<file path="config.mk">
export PLATFORM = sky130hd
export DESIGN_NAME = pwm_quad
export DESIGN_NICKNAME = d
export VERILOG_FILES = /design/src/rtl/pwm_quad_pkg.sv /design/src/rtl/pwm_quad_regs.sv /design/src/rtl/pwm_quad_chan.sv /design/src/rtl/pwm_quad_flags.sv /design/src/rtl/pwm_quad.sv
export SDC_FILE = /design/constraint.sdc
export NUM_CORES = 1
export LEC_CHECK = 0
export BUFFER_PORTS_ARGS = -buffer_cell sky130_fd_sc_hd__buf_2
export CELL_PAD_IN_SITES_DETAIL_PLACEMENT = 0
export CELL_PAD_IN_SITES_GLOBAL_PLACEMENT = 2
export CORE_ASPECT_RATIO = 0.8
export CORE_MARGIN = 10
export CORE_UTILIZATION = 39
export CTS_BUF_LIST = sky130_fd_sc_hd__clkbuf_4 sky130_fd_sc_hd__clkbuf_8
export DETAILED_ROUTE_END_ITERATION = 12
export GPL_ROUTABILITY_DRIVEN = 1
export MAX_ROUTING_LAYER = met4
export PLACE_DENSITY = 0.76
export SLEW_MARGIN = 10
export SYNTH_ARGS = -nofsm -noshare
export SYNTH_HDL_FRONTEND = slang
export SYNTH_HIERARCHICAL = 1
export SYNTH_SLANG_ARGS = --single-unit
</file>
<file path="constraint.sdc">
create_clock -name clk -period 2.82 [get_ports clk]
set_clock_uncertainty 0.1 [all_clocks]
set_input_delay 0.423 -clock clk [delete_from_list [all_inputs] [get_ports clk]]
set_output_delay 0.423 -clock clk [all_outputs]
set_load 0.01 [all_outputs]
</file>
<file path="src/rtl/pwm_quad_pkg.sv">
package pwm_quad_pkg;
  localparam int NCH    = 4;
  localparam int REG_W  = 16;
  localparam int ADDR_W = 4;

  // register addresses
  localparam int A_CTRL  = 0;
  localparam int A_FLAG  = 1;
  localparam int A_START = 2;
  localparam int A_PER0  = 4;
  localparam int A_DUTY0 = 8;

  // CTRL field bases (bit c of each field belongs to channel c)
  localparam int C_CENTER = 0;
  localparam int C_SINGLE = NCH;
  localparam int C_OE     = 2 * NCH;
  localparam int C_PIE    = 3 * NCH;

  // FLAGS bits above the per-channel request flags
  localparam int F_MEN = 8;
  localparam int F_MIR = 9;

  typedef struct packed {
    logic center;
    logic single;
    logic oe;
    logic pie;
  } chan_cfg_t;
endpackage

</file>
<file path="src/rtl/pwm_quad_regs.sv">
module pwm_quad_regs
  import pwm_quad_pkg::*;
#(
  parameter int CNT_W = 16
) (
  input  logic                          clk,
  input  logic                          rst_n,
  input  logic                          bus_we,
  input  logic [ADDR_W-1:0]             bus_addr,
  input  logic [REG_W-1:0]              bus_wdata,
  output logic [REG_W-1:0]              bus_rdata,
  input  logic [NCH-1:0]                pir,
  input  logic                          mod_flag,
  output chan_cfg_t [NCH-1:0]           cfg,
  output logic                          mod_en,
  output logic [NCH-1:0][CNT_W-1:0]     period,
  output logic [NCH-1:0][CNT_W-1:0]     duty,
  output logic [NCH-1:0]                start,
  output logic [NCH-1:0]                clr_pir,
  output logic                          clr_mod
);
  logic [REG_W-1:0] ctrl_q;
  logic             men_q;

  wire wr_ctrl = bus_we && (bus_addr == ADDR_W'(A_CTRL));
  wire wr_flag = bus_we && (bus_addr == ADDR_W'(A_FLAG));
  wire wr_strt = bus_we && (bus_addr == ADDR_W'(A_START));

  always_ff @(posedge clk or negedge rst_n) begin
    if (!rst_n) begin
      ctrl_q <= '0;
      men_q  <= 1'b0;
    end else begin
      if (wr_ctrl) ctrl_q <= bus_wdata;
      if (wr_flag) men_q  <= bus_wdata[F_MEN];
    end
  end

  assign mod_en  = men_q;
  assign clr_mod = wr_flag && !bus_wdata[F_MIR];

  for (genvar c = 0; c < NCH; c++) begin : g_ch
    always_ff @(posedge clk or negedge rst_n) begin
      if (!rst_n) begin
        period[c] <= '0;
        duty[c]   <= '0;
      end else begin
        if (bus_we && bus_addr == ADDR_W'(A_PER0 + c))  period[c] <= bus_wdata[CNT_W-1:0];
        if (bus_we && bus_addr == ADDR_W'(A_DUTY0 + c)) duty[c]   <= bus_wdata[CNT_W-1:0];
      end
    end
    assign cfg[c].center = ctrl_q[C_CENTER + c];
    assign cfg[c].single = ctrl_q[C_SINGLE + c];
    assign cfg[c].oe     = ctrl_q[C_OE + c];
    assign cfg[c].pie    = ctrl_q[C_PIE + c];
    assign start[c]      = wr_strt && bus_wdata[c];
    assign clr_pir[c]    = wr_flag && !bus_wdata[c];
  end

  always_comb begin
    bus_rdata = '0;
    if (bus_addr == ADDR_W'(A_CTRL)) bus_rdata = ctrl_q;
    if (bus_addr == ADDR_W'(A_FLAG)) begin
      bus_rdata[NCH-1:0] = pir;
      bus_rdata[F_MEN]   = men_q;
      bus_rdata[F_MIR]   = mod_flag;
    end
    for (int c = 0; c < NCH; c++) begin
      if (bus_addr == ADDR_W'(A_PER0 + c))  bus_rdata = REG_W'(period[c]);
      if (bus_addr == ADDR_W'(A_DUTY0 + c)) bus_rdata = REG_W'(duty[c]);
    end
  end
endmodule

</file>
<file path="src/rtl/pwm_quad_chan.sv">
module pwm_quad_chan #(
  parameter int CNT_W = 16
) (
  input  logic             clk,
  input  logic             rst_n,
  input  logic             tick,
  input  logic             center,
  input  logic             single,
  input  logic             oe,
  input  logic             start,
  input  logic [CNT_W-1:0] period,
  input  logic [CNT_W-1:0] duty,
  output logic             shadow_ld,
  output logic             pwm
);
  logic [CNT_W-1:0] cnt_q, cnt_n, shadow_q;
  logic             down_q, down_n, run_q, term;

  wire active = run_q | ~single;
  assign shadow_ld = tick && active && (cnt_q == '0);

  // next timer state and terminal-step detection
  always_comb begin
    cnt_n  = cnt_q + CNT_W'(1);
    down_n = 1'b0;
    term   = 1'b0;
    if (!center) begin
      if (cnt_q >= period) begin
        cnt_n = '0;
        term  = 1'b1;
      end
    end else if (down_q || cnt_q >= period) begin
      if (cnt_q <= CNT_W'(1)) begin
        cnt_n = '0;
        term  = 1'b1;
      end else begin
        cnt_n  = cnt_q - CNT_W'(1);
        down_n = 1'b1;
      end
    end
  end

  always_ff @(posedge clk or negedge rst_n) begin
    if (!rst_n) begin
      cnt_q    <= '0;
      down_q   <= 1'b0;
      run_q    <= 1'b1;
      shadow_q <= '0;
    end else begin
      if (start)                                 run_q <= 1'b1;
      else if (tick && active && single && term) run_q <= 1'b0;
      if (tick && active) begin
        cnt_q  <= cnt_n;
        down_q <= down_n;
      end
      if (shadow_ld) shadow_q <= duty;
    end
  end

  assign pwm = oe && (cnt_q >= shadow_q);

  p_freeze_r12: assert property (@(posedge clk) disable iff (!rst_n)
    !tick |=> $stable(cnt_q));

  p_hold_shadow_r4: assert property (@(posedge clk) disable iff (!rst_n)
    !shadow_ld |=> $stable(shadow_q));

  p_stopped_r10: assert property (@(posedge clk) disable iff (!rst_n)
    (single && !run_q && !start) |=> (cnt_q == '0));
endmodule

</file>
<file path="src/rtl/pwm_quad_flags.sv">
module pwm_quad_flags
  import pwm_quad_pkg::*;
(
  input  logic           clk,
  input  logic           rst_n,
  input  logic [NCH-1:0] ld,
  input  logic [NCH-1:0] pie,
  input  logic           mod_en,
  input  logic [NCH-1:0] clr_pir,
  input  logic           clr_mod,
  output logic [NCH-1:0] pir,
  output logic           mod_flag
);
  wire mod_set = mod_en && |(pir & pie);

  always_ff @(posedge clk or negedge rst_n) begin
    if (!rst_n) begin
      pir      <= '0;
      mod_flag <= 1'b0;
    end else begin
      pir      <= (pir & ~clr_pir) | (ld & pie);
      mod_flag <= (mod_flag & ~clr_mod) | mod_set;
    end
  end

  for (genvar c = 0; c < NCH; c++) begin : g_chk
    p_pir_set_r6: assert property (@(posedge clk) disable iff (!rst_n)
      (ld[c] && pie[c]) |=> pir[c]);
    p_pir_sticky_r8: assert property (@(posedge clk) disable iff (!rst_n)
      (pir[c] && !clr_pir[c]) |=> pir[c]);
  end

  p_mod_set_r7: assert property (@(posedge clk) disable iff (!rst_n)
    (mod_en && |(pir & pie)) |=> mod_flag);

  p_mod_sticky_r8: assert property (@(posedge clk) disable iff (!rst_n)
    (mod_flag && !clr_mod) |=> mod_flag);
endmodule

</file>
<file path="src/rtl/pwm_quad.sv">
module pwm_quad
  import pwm_quad_pkg::*;
#(
  parameter int CNT_W = 16
) (
  input  logic              clk,
  input  logic              rst_n,
  input  logic              tick,
  input  logic              bus_we,
  input  logic [ADDR_W-1:0] bus_addr,
  input  logic [REG_W-1:0]  bus_wdata,
  output logic [REG_W-1:0]  bus_rdata,
  output logic [NCH-1:0]    pwm_out,
  output logic              irq
);
  chan_cfg_t [NCH-1:0]       cfg;
  logic [NCH-1:0][CNT_W-1:0] period, duty;
  logic [NCH-1:0]            start, clr_pir, ld, pie, pir;
  logic                      mod_en, clr_mod, mod_flag;

  pwm_quad_regs #(.CNT_W(CNT_W)) u_regs (
    .clk(clk), .rst_n(rst_n), .bus_we(bus_we), .bus_addr(bus_addr),
    .bus_wdata(bus_wdata), .bus_rdata(bus_rdata), .pir(pir), .mod_flag(mod_flag),
    .cfg(cfg), .mod_en(mod_en), .period(period), .duty(duty), .start(start),
    .clr_pir(clr_pir), .clr_mod(clr_mod)
  );

  for (genvar c = 0; c < NCH; c++) begin : g_ch
    assign pie[c] = cfg[c].pie;
    pwm_quad_chan #(.CNT_W(CNT_W)) u_chan (
      .clk(clk), .rst_n(rst_n), .tick(tick), .center(cfg[c].center),
      .single(cfg[c].single), .oe(cfg[c].oe), .start(start[c]),
      .period(period[c]), .duty(duty[c]), .shadow_ld(ld[c]), .pwm(pwm_out[c])
    );
  end

  pwm_quad_flags u_flags (
    .clk(clk), .rst_n(rst_n), .ld(ld), .pie(pie), .mod_en(mod_en),
    .clr_pir(clr_pir), .clr_mod(clr_mod), .pir(pir), .mod_flag(mod_flag)
  );

  assign irq = mod_flag;
endmodule

</file>
==> results of run 1 <==
==> area by class of cell <==
| class | instances | share of cell area, % |
|---|---|---|
| Antenna cell | 1 | 0.01118 |
| Clock inverter | 8 | 0.5143 |
| Clock buffer | 82 | 4.735 |
| Timing Repair Buffer | 233 | 7.872 |
| Multi-Input combinational cell | 1408 | 48.76 |
| Sequential cell | 286 | 32.01 |
| Inverter | 154 | 2.583 |
| Tap cell | 629 | 3.517 |
==> cells by family (layout without fill, tap and decap cells) <==
group / Yosys count / after routing / synth area share [%]
flip-flops: 286 / 286 / 37.93
buffers and inverters: 261 / 477 / 5.779
AND/OR/NAND/NOR: 579 / 579 / 16.05
multiplexers: 238 / 238 / 14.12
adder cells (fa/ha/maj): 144 / 144 / 9.543
AO/OA/AOI/OAI: 446 / 447 / 16.57
other: 0 / 1 / 0
==> registers in the layout (all words and copies together), names as in the netlist, 4 cells and up <==
name                  flops
u_regs/period            64
u_regs/duty              64
u_flags/pir               4
g_ch.u_chan/run_q         4
g_ch.u_chan/shadow_q     64
g_ch.u_chan/down_q        4
g_ch.u_chan/cnt_q        64
u_regs/ctrl_q            16
==> worst max-delay path by stage <==
stage,startpoint,end,slack [ns],depth (start not counted)
global placement,g_ch[0].u_chan/cnt_q[0]$_DFFE_PN0P_,g_ch[0].u_chan/cnt_q[5]$_DFFE_PN0P_,0.02,8
floorplan,g_ch[0].u_chan/cnt_q[0]$_DFFE_PN0P_,g_ch[0].u_chan/cnt_q[5]$_DFFE_PN0P_,0.16,9
finish,g_ch[2].u_chan/cnt_q[9]$_DFFE_PN0P_,pwm_out[2],-0.02,8
CTS,g_ch[3].u_chan/cnt_q[0]$_DFFE_PN0P_,pwm_out[3],-0.09,10
global route,g_ch[2].u_chan/cnt_q[0]$_DFFE_PN0P_,pwm_out[2],-0.14,10
detailed placement,g_ch[0].u_chan/cnt_q[0]$_DFFE_PN0P_,g_ch[0].u_chan/cnt_q[5]$_DFFE_PN0P_,-0.06,8
==> per-layer routing <==
metal  vias to the layer above  share of wire (%)  global-route usage [%]
met5                         -                  0                       -
met4                         0                1.9                   5.097
met3                        76                4.3                   2.490
met2                       418                 45                   33.83
met1                      7958                 49                   30.85
li1                       7500                  -                       -
==> power by group <==
group	internal (W)	switching (W)	leakage, nW
clock	0.00264	0.00184	0.623
sequential	0.00536	0.00118	3.56
combinational	0.00449	0.00521	5.89
total	0.0125	0.00823	10.1
==> worst max-delay path, cell delays in order (launching register included) <==
cell	delay (ns)
dfrtp_1	0.37
buf_4	0.17
ha_1	0.32
a21o_1	0.17
a21o_1	0.18
a21oi_1	0.15
o21ai_1	0.07
a21o_1	0.16
buf_2	0.14
==> metrics by stage <==
stage / worst slack [ns] / instances
floorplan: 0.1630 / 1954
global placement: 0.01716 / 2689
detailed placement: -0.06060 / 2689
CTS: -0.08778 / 2797
global route: -0.1417 / 2801
finish: -0.02221 / 2801
==> synthesized netlist by cell type, drive strengths merged (10+ instances only) <==
master,count
mux2i,11
a22oi,26
or2,12
nor2,104
nor3,67
nand2,118
ha,144
a41o,12
and3,28
a211o,20
nand3,80
nand4,28
a2bb2oi,21
nor3b,10
buf,45
nand2b,24
a21o,44
o21ai,118
a21oi,68
a32oi,12
mux2,227
inv,154
dfrtp,282
and2,17
or3,28
a21boi,21
clkbuf,62
nor4,24
nor2b,26
o22ai,30
a221o,12
==> what timing repair did <==
action                                  4_1_cts  5_1_grt
buffers inserted                             17        2
hold buffers                                  1        0
hold endpoints to repair                     55        0
endpoints found under the setup margin        9       31
pin swaps                                    24        3
gates resized for setup                      42       18
cloned                                        0        1
==> impl_metrics.json, run 1 <==
{
  "status": "finished with violations",
  "violations": "setup timing",
  "routed_wl_mm": 63.30,
  "max_freq_mhz": 351.8,
  "rr_endpoint": "g_ch[3].u_chan/cnt_q[5]$_DFFE_PN0P_",
  "cts_made_buffers": 50,
  "synthDistinctLibCells": 64,
  "drc_errors": 0,
  "stdcell_area_mm2": 0.02238,
  "via_per_inst": 5.695,
  "first_global_vias": 15599,
  "worst_ir_drop_vdd_mv": 0.4174,
  "ant_nets": 0,
  "core_mm2": 0.04811,
  "cts_sinks": 286,
  "utilization_pct": 46.52,
  "area_delta_synth_final_pct": 18.54,
  "leakagePower_nw": 10.08,
  "critical_path_class": "reg -> out",
  "total_power_w": 0.02072,
  "fillers": 4643,
  "first_iter_violations": 1225,
  "min_from": "bus_wdata[9]",
  "die_area_mm2": 0.05766,
  "min_delay_path_depth": 3,
  "dp_hpwl_mm": 46.52,
  "hold_end": "u_flags/mod_flag$_DFF_PN0_",
  "layout_setup_ws_ns": -0.02221,
  "start_util_pct": 39.25,
  "vias": 15952,
  "fin_crit_ns": 2.842,
  "cts-root-buf": "clkbuf_8",
  "slew_headroom_pct": 52.57,
  "seq_area_mm2": 0.007164,
  "yosysTopAreaCell": "dfrtp_1",
  "synth_nets": 2122,
  "finalSetupViolations": 4,
  "cts-htree-levels": 2,
  "arrival_ns": 2.32,
  "antenna_found_initial": 3,
  "layout_common_cells": "dfrtp_1 (280), mux2_2 (199), buf_4 (176)",
  "worstPathRequired_ns": 2.30,
  "place_congestion": 0.8877,
  "rsz0062_at_grt": "yes",
  "tightest_slew_ns": 0.7060,
  "hold_ws_ns": 0.2093,
  "synthCells": 1954,
  "synth_top_cell_area_share_pct": 37.38,
  "avgSynthCellArea_um2": 9.662,
  "synth_ff_type": "dfrtp_1",
  "rows": 72,
  "slew_viol_final": 0,
  "io_buffers": 44,
  "clk-insertion-delay-late_ns": 0.60,
  "multi_input_area_mm2": 0.01091,
  "synth-seq-area-share_pct": 37.93,
  "cts_tree": "built",
  "synth-async-reset-ratio_pct": 100.0,
  "setup_tns_ns": -0.06072,
  "rrSetupSlack_ns": 0.13,
  "cap_violations": 0,
  "cts_buffer_depth": 3,
  "drtPass1Iterations": 8,
  "synth_top_cells_by_area": "dfrtp_1 (37%), mux2_2 (12%), ha_1 (9.5%)",
  "nets": 2301,
  "grt_usage_pct": 22.06,
  "synth_edf_count": 0,
  "wl_per_cell_um": 22.60,
  "finalHoldViolCount": 0,
  "yosysWarnings": 6,
  "min_period_over_period_pct": 100.8,
  "grt-ovfl-total": 0,
  "io_pins": 45,
  "ys_ff_latch": 286,
  "reg2reg_from": "g_ch[3].u_chan/cnt_q[12]$_DFFE_PN0P_",
  "clkTransAtPathRegs_ns": 0.06,
  "hold_path_class": "in -> reg",
  "ff2ff_path_depth": 6,
  "placed_area_mm2": 0.02074,
  "power.density_mw_per_mm2": 925.7,
  "worstPathMaxFanout": 7,
  "critPathLaunchType": "flop",
  "grt_pass1_wl_mm": 96.46,
  "die_w_um": 266.0,
  "synth_area_mm2": 0.01888,
  "end_kind": "primary output",
  "grt_max_degree": 67,
  "drive_gt1_share_pct": 28.79,
  "die_y_um": 216.8,
  "layout_commonest_cell": "dfrtp_1"
}
Note: power is estimated with default switching activity, not from simulation.
==> inputs of run 2 (changes only) <==
--- a/config.mk
+++ b/config.mk
@@ -5,17 +5,18 @@
 export SDC_FILE = /design/constraint.sdc
 export NUM_CORES = 1
 export LEC_CHECK = 0
+export ABC_AREA = 1
 export BUFFER_PORTS_ARGS = -buffer_cell sky130_fd_sc_hd__buf_2
 export CELL_PAD_IN_SITES_DETAIL_PLACEMENT = 0
 export CELL_PAD_IN_SITES_GLOBAL_PLACEMENT = 2
 export CORE_ASPECT_RATIO = 0.8
 export CORE_MARGIN = 10
-export CORE_UTILIZATION = 39
+export CORE_UTILIZATION = 42
 export CTS_BUF_LIST = sky130_fd_sc_hd__clkbuf_4 sky130_fd_sc_hd__clkbuf_8
 export DETAILED_ROUTE_END_ITERATION = 12
 export GPL_ROUTABILITY_DRIVEN = 1
 export MAX_ROUTING_LAYER = met4
-export PLACE_DENSITY = 0.76
+export PLACE_DENSITY = 0.84
 export SLEW_MARGIN = 10
 export SYNTH_ARGS = -nofsm -noshare
 export SYNTH_HDL_FRONTEND = slang
==> constraint.sdc (replaced) <==
create_clock -name clk -period 3.44 [get_ports clk]
set_clock_uncertainty 0.1 [all_clocks]
set_input_delay 0.516 -clock clk [delete_from_list [all_inputs] [get_ports clk]]
set_output_delay 0.516 -clock clk [all_outputs]
set_load 0.01 [all_outputs]
==> run 2 against run 1 <==
Against the previous run:
- the flow now finishes without violations
- routed wire length fell by 1.2%
- highest routed layer unchanged
- via count rose by 7.7%
- combinational power fell by 31%
- design area fell by 2.5%
- critical endpoint unchanged
==> impl_metrics.json, run 2 <==
{
  "rows": 71,
  "cts_buffer_depth": 3,
  "synth-async-reset-ratio_pct": 100.0,
  "yosysWarnings": 6,
  "synth-seq-area-share_pct": 36.10,
  "pre_cts_slack_ns": 0.5949,
  "multi_input_area_mm2": 0.01083,
  "routed_wl_mm": 62.58,
  "synthMuxAreaShare_pct": 0.3027,
  "die_w_um": 263.0,
  "critPathLaunchType": "flop",
  "drive_gt1_share_pct": 17.70,
  "power.density_mw_per_mm2": 757.5,
  "first_global_vias": 16492,
  "setup_tns_ns": 0,
  "clk-insertion-delay-late_ns": 0.67,
  "gr-usage-met3_pct": 3.348,
  "drc_errors": 0,
  "worstPathRequired_ns": 2.82,
  "grt_max_degree": 106,
  "cts_sinks": 286,
  "utilization_pct": 46.50,
  "fillers": 4820,
  "grtUsageMet2_pct": 30.71,
  "worstPathMaxFanout": 11,
  "status": "complete, no violations",
  "cts_made_buffers": 53,
  "rrSetupSlack_ns": 0.80,
  "synth_xor_xnor_area_share_pct": 3.355,
  "wl_per_cell_um": 18.89,
  "slew_viol_final": 0,
  "first_iter_violations": 1658,
  "ys_ff_latch": 286,
  "yosys.cell_count.top_type": "nand2_1",
  "cts-htree-levels": 2,
  "nets": 2819,
  "area_delta_synth_final_pct": 9.919,
  "busiest_layer": "met1",
  "layout_setup_ws_ns": 0.1888,
  "clkTransAtPathRegs_ns": 0.06,
  "hold_path_class": "in -> reg",
  "synthCells": 2602,
  "seq_area_mm2": 0.007164,
  "post-cts-setup-buffers": 0,
  "layout_common_cells": "nand2_1 (694), inv_1 (289), dfrtp_1 (280)",
  "vias": 17182,
  "drtPass1Iterations": 5,
  "synthSimpleGateAreaFrac_pct": 31.30,
  "synth.top_cells.by_count": "nand2_1 (694), inv_1 (289), dfrtp_1 (282)",
  "start_util_pct": 42.30,
  "grt_usage_pct": 22.47,
  "synth-adder-area-share_pct": 9.081,
  "worst_ir_drop_vdd_mv": 0.3910,
  "ant_nets": 0,
  "leakagePower_nw": 10.92,
  "die_y_um": 214.4,
  "min_period_over_period_pct": 94.51,
  "synth_compound_area_share_pct": 10.50,
  "grt_util_met1_pct": 33.86,
  "synth_nets": 2770,
  "core_mm2": 0.04691,
  "cap_violations": 0,
  "synthDistinctLibCells": 46,
  "die_area_mm2": 0.05639,
  "cts-root-buf": "clkbuf_8",
  "finalHoldViolCount": 0,
  "synth_edf_count": 0,
  "synth_top_cell_area_share_pct": 35.57,
  "synth_top_cells_by_area": "dfrtp_1 (36%), nand2_1 (13%), ha_1 (9.1%)",
  "synth_top_family_by_area": "simple AND/OR/NAND/NOR gates",
  "io_pins": 45,
  "end_kind": "primary output",
  "fin_crit_ns": 3.251,
  "grt_pass1_wl_mm": 97.64,
  "synth_area_mm2": 0.01984,
  "cts_tree": "built",
  "yosysTopAreaCell": "dfrtp_1",
  "stdcell_area_mm2": 0.02181,
  "layout_commonest_cell": "nand2_1",
  "placed_area_mm2": 0.02053,
  "max_freq_mhz": 307.6,
  "io_buffers": 44,
  "avgSynthCellArea_um2": 7.625,
  "finalSetupViolations": 0,
  "dp_hpwl_mm": 46.57,
  "via_per_inst": 5.186,
  "arrival_ns": 2.64,
  "tightest_slew_ns": 1.060,
  "critical_path_class": "reg -> out",
  "rsz0062_at_grt": "no",
  "place_congestion": 0.9639,
  "synth_ff_type": "dfrtp_1",
  "grt-ovfl-total": 0,
  "antenna_found_initial": 3,
  "slew_headroom_pct": 29.16
}
## run 2: final cells by class
type                       instances  share of cell area, %
multi-input combinational       1902                  49.64
timing repair buffer              71                  2.283
clock inverter                    22                  1.446
tap                              620                  3.557
inverter                         337                  5.869
antenna                            4                0.04590
clock buffer                      71                  4.308
sequential                       286                  32.85
## run 2: per-layer routing
layer	part of all wire, %	wire [µm]	vias up
li1	-	-	8467
met1	51	31860	8196
met2	41	25390	447
met3	6.8	4277	72
met4	1.7	1045	0
met5	0	0	-
## run 2: what timing repair did
item | in CTS | in global routing
hold buffers | 1 | 0
endpoints found under the setup margin | 0 | 1
endpoints found under the hold margin | 96 | 0
resized for setup | 0 | 2
## run 2: final timing paths
kind                                                           from  depth (start not counted)                                   end
worst max-delay path            g_ch[2].u_chan/cnt_q[3]$_DFFE_PN0P_                         10                            pwm_out[2]
worst min-delay path                                   bus_wdata[0]                          3              u_flags/pir[0]$_DFF_PN0_
worst max register to register  g_ch[2].u_chan/cnt_q[2]$_DFFE_PN0P_                         12  g_ch[2].u_chan/cnt_q[12]$_DFFE_PN0P_
worst min register to register     g_ch[2].u_chan/run_q$_DFFE_PN1P_                          2      g_ch[2].u_chan/run_q$_DFFE_PN1P_
max in group asynchronous                                     rst_n                          3      g_ch[3].u_chan/run_q$_DFFE_PN1P_
min in group asynchronous                                     rst_n                          2  g_ch[0].u_chan/cnt_q[10]$_DFFE_PN0P_
## run 2: kinds of logic after synthesis
group / count (synthesis)
DFF: 286
buffers and inverters: 414
adders and majority gates: 144
muxes: 4
and+or+nand+nor: 1324
AOI/OAI and AO/OA: 354
xor gates and xnor gates: 76
## run 2: stage by stage
step                      hold slack (ns)  power, W  std cells
after global routing              0.08821   0.01794       3311
after global placement             0.3711   0.01237       3215
after CTS                         0.02802   0.01665       3309
after floorplan                    0.1204   0.01055       2602
final                             0.08658   0.01652       3313
after detailed placement           0.3835   0.01254       3215
## run 2: power breakdown
group	switching, W	internal [W]
sequential	0.00146	0.00436
combinational	0.00425	0.00245
clock	0.00163	0.00237
total	0.00734	0.00918
## run 2: critical path: stages, from the launching register on
cell and delay (ns):
dfrtp_1 0.72, ha_1 0.35, a21oi_1 0.13, o21ai_0 0.11
nand2_1 0.07, o211ai_1 0.08, nand2_1 0.07, nand3_1 0.14
nand2_1 0.14, inv_1 0.04, buf_2 0.13
==> inputs of run 3 (changes only) <==
--- a/config.mk
+++ b/config.mk
@@ -5,16 +5,14 @@
 export SDC_FILE = /design/constraint.sdc
 export NUM_CORES = 1
 export LEC_CHECK = 0
-export ABC_AREA = 1
 export BUFFER_PORTS_ARGS = -buffer_cell sky130_fd_sc_hd__buf_2
 export CELL_PAD_IN_SITES_DETAIL_PLACEMENT = 0
 export CELL_PAD_IN_SITES_GLOBAL_PLACEMENT = 2
-export CORE_ASPECT_RATIO = 0.8
 export CORE_MARGIN = 10
-export CORE_UTILIZATION = 42
+export CORE_UTILIZATION = 46
 export CTS_BUF_LIST = sky130_fd_sc_hd__clkbuf_4 sky130_fd_sc_hd__clkbuf_8
 export DETAILED_ROUTE_END_ITERATION = 12
-export GPL_ROUTABILITY_DRIVEN = 1
+export GPL_ROUTABILITY_DRIVEN = 0
 export MAX_ROUTING_LAYER = met4
 export PLACE_DENSITY = 0.84
 export SLEW_MARGIN = 10
==> run 3 against run 2 <==
Against the previous run:
- hold slack better by 0.16 ns
- setup slack got worse by 0.024 ns
- die area fell by 12%
- clock power decreased by 4%
- largest power group unchanged
- cell count is 22% lower
- routed wire length decreased by 6.6%
- via count down 11%
- largest cell class unchanged
- count of clock-buffer cells in the layout grew 6
- global-route usage increased by 1.3 points
- register-to-register slack got worse by 0.37 ns
- sequential share of layout area rose by 1.3 points
- highest routed layer unchanged
- combinational power down 5.2%
==> impl_metrics.json, run 3 (synthesis gave the netlist of run 1 again) <==
{
  "clk-insertion-delay-late_ns": 0.63,
  "antenna_found_initial": 0,
  "rows": 74,
  "first_global_vias": 14940,
  "place_inst": 2482,
  "final_cells": 2580,
  "critPathLaunchType": "flop",
  "switching_share_pct": 40.06,
  "grt_usage_pct": 23.80,
  "crit_top_cell": "a21o_1",
  "tightest_slew_ns": 1.050,
  "dp_hpwl_mm": 42.26,
  "layout_commonest_cell": "dfrtp_1",
  "min_delay_path_depth": 3,
  "drive_gt1_share_pct": 22.95,
  "worst_ir_drop_vdd_mv": 0.5596,
  "cts_tree": "built",
  "first_iter_violations": 1305,
  "grt_max_degree": 90,
  "die_area_mm2": 0.04955,
  "slew_headroom_pct": 29.75,
  "routed_wl_mm": 58.44,
  "io_pins": 45,
  "rrSetupSlack_ns": 0.43,
  "io_buffers": 44,
  "grt-ovfl-total": 0,
  "leakagePower_nw": 9.408,
  "cts_buffer_depth": 3,
  "core_mm2": 0.04074,
  "cts_made_buffers": 53,
  "clkPwrFrac_pct": 24.2,
  "switching_power_w": 0.006362,
  "rsz0062_at_grt": "no",
  "area_delta_synth_final_pct": 11.23,
  "slew_viol_final": 0,
  "cts_sinks": 286,
  "via_per_inst": 5.918,
  "status": "complete, no violations",
  "worstPathCellList": "inv_1 -> ha_1 -> nand2b_1 -> a21o_1 -> a21o_1 -> a21oi_2 -> o21ai_0 -> a21o_1 -> buf_2",
  "cts-htree-levels": 2,
  "path_depth": 9,
  "cp_top_family": "compound AO/OA/AOI/OAI gates",
  "worstPathRequired_ns": 2.82,
  "setup_tns_ns": 0,
  "end_kind": "primary output",
  "n_antenna_cell": 0,
  "hold_ws_ns": 0.2503,
  "intPower_w": 0.009521,
  "min_period_over_period_pct": 95.22,
  "fin_crit_ns": 3.276,
  "ant_nets": 0,
  "hold_path_class": "in -> reg",
  "combPwrFrac_pct": 40.0,
  "drc_errors": 0,
  "vias": 15269,
  "grt_pass1_wl_mm": 91.17,
  "max_freq_mhz": 305.3,
  "ff2ff_path_depth": 9,
  "cpPeakStageDelay_ns": 0.45,
  "cts-root-buf": "clkbuf_8",
  "power.density_mw_per_mm2": 756.4,
  "cp_slowest_cell": "dfrtp_2",
  "clkTransAtPathRegs_ns": 0.06,
  "nets": 2174,
  "worstPathMaxFanout": 8,
  "start_util_pct": 46.34,
  "arrival_ns": 2.66,
  "wl_per_cell_um": 22.65,
  "die_w_um": 222.6,
  "finalHoldViolCount": 0,
  "layout_common_cells": "dfrtp_1 (278), mux2_2 (199), inv_1 (153)",
  "critical_path_class": "reg -> out",
  "cap_violations": 0,
  "post-cts-setup-buffers": 0,
  "die_y_um": 222.6,
  "seq_power_share_pct": 35.8,
  "crit_buf_inv": 2,
  "finalSetupViolations": 0,
  "drtPass1Iterations": 5
}
## run 3: cell types whose count changed in the layout (fill, tap and decap cells not counted), moves of 68 or more
cell     delta
inv_1     -136
mux2_2    +199
nand2_1   -578
nand2_2    -89
nor2_1    -137
xor2_1     -68
## run 3: worst min-delay path, cell delays in order
cell and delay (ns):
buf_2 0.21, nor2_1 0.13, o21ai_0 0.08
## run 3: final timing paths
check,end,startpoint
worst min-delay path,u_flags/pir[0]$_DFF_PN0_,bus_wdata[0]
max in group asynchronous,g_ch[2].u_chan/cnt_q[0]$_DFFE_PN0P_,rst_n
worst min register to register,g_ch[0].u_chan/shadow_q[13]$_DFFE_PN0P_,g_ch[0].u_chan/shadow_q[13]$_DFFE_PN0P_
min in group asynchronous,g_ch[0].u_chan/cnt_q[4]$_DFFE_PN0P_,rst_n
worst max register to register,g_ch[1].u_chan/cnt_q[15]$_DFFE_PN0P_,g_ch[1].u_chan/cnt_q[0]$_DFFE_PN0P_
worst max-delay path,pwm_out[0],g_ch[0].u_chan/cnt_q[0]$_DFFE_PN0P_
## run 3: layout make-up
cell class / count / area (µm²)
Inverter: 154 / 578.1
Sequential cell: 286 / 7167
Fill cell: 3831 / 19740
Clock buffer: 77 / 940.9
Multi-Input combinational cell: 1407 / 10650
Timing Repair Buffer: 104 / 720.7
Clock inverter: 20 / 280.3
Tap cell: 532 / 665.6
## run 3: per-stage QoR
step                      instance area (µm²)  worst slack [ns]  total power [W]  util, %
after floorplan                         18880            0.7830         0.009907        -
after CTS                               21000           0.02359          0.01601    51.54
after global placement                  19760            0.3899          0.01184    48.50
after detailed placement                19760            0.3806          0.01206    48.50
final                                   21000            0.1644          0.01588    51.55
after global routing                    21000           0.01143          0.01713    51.55
## run 3: power by group through the flow
stage               Sequential (W)  Clock [W]  Combinational, W
floorplan                  0.00509          0           0.00481
global placement           0.00569          0           0.00615
detailed placement         0.00573          0           0.00634
CTS                        0.00567    0.00394           0.00640
global route               0.00584    0.00409           0.00720
finish                     0.00569    0.00384           0.00635
## run 3: repair_timing
action                                  in CTS  in global routing
resized for setup                            1                  4
endpoints found under the hold margin       57                  0
pin swaps                                    0                  0
endpoints found under the setup margin       1                  4
hold buffers                                 1                  0
## run 3: metal layers
metal  vias up  share of wire (%)  GRT usage (%)
li1       7251                  -              -
met1      7577                 45          30.86
met2       337                 47          37.66
met3       104                4.0          2.652
met4         0                3.6          8.958
met5         -                  0              -
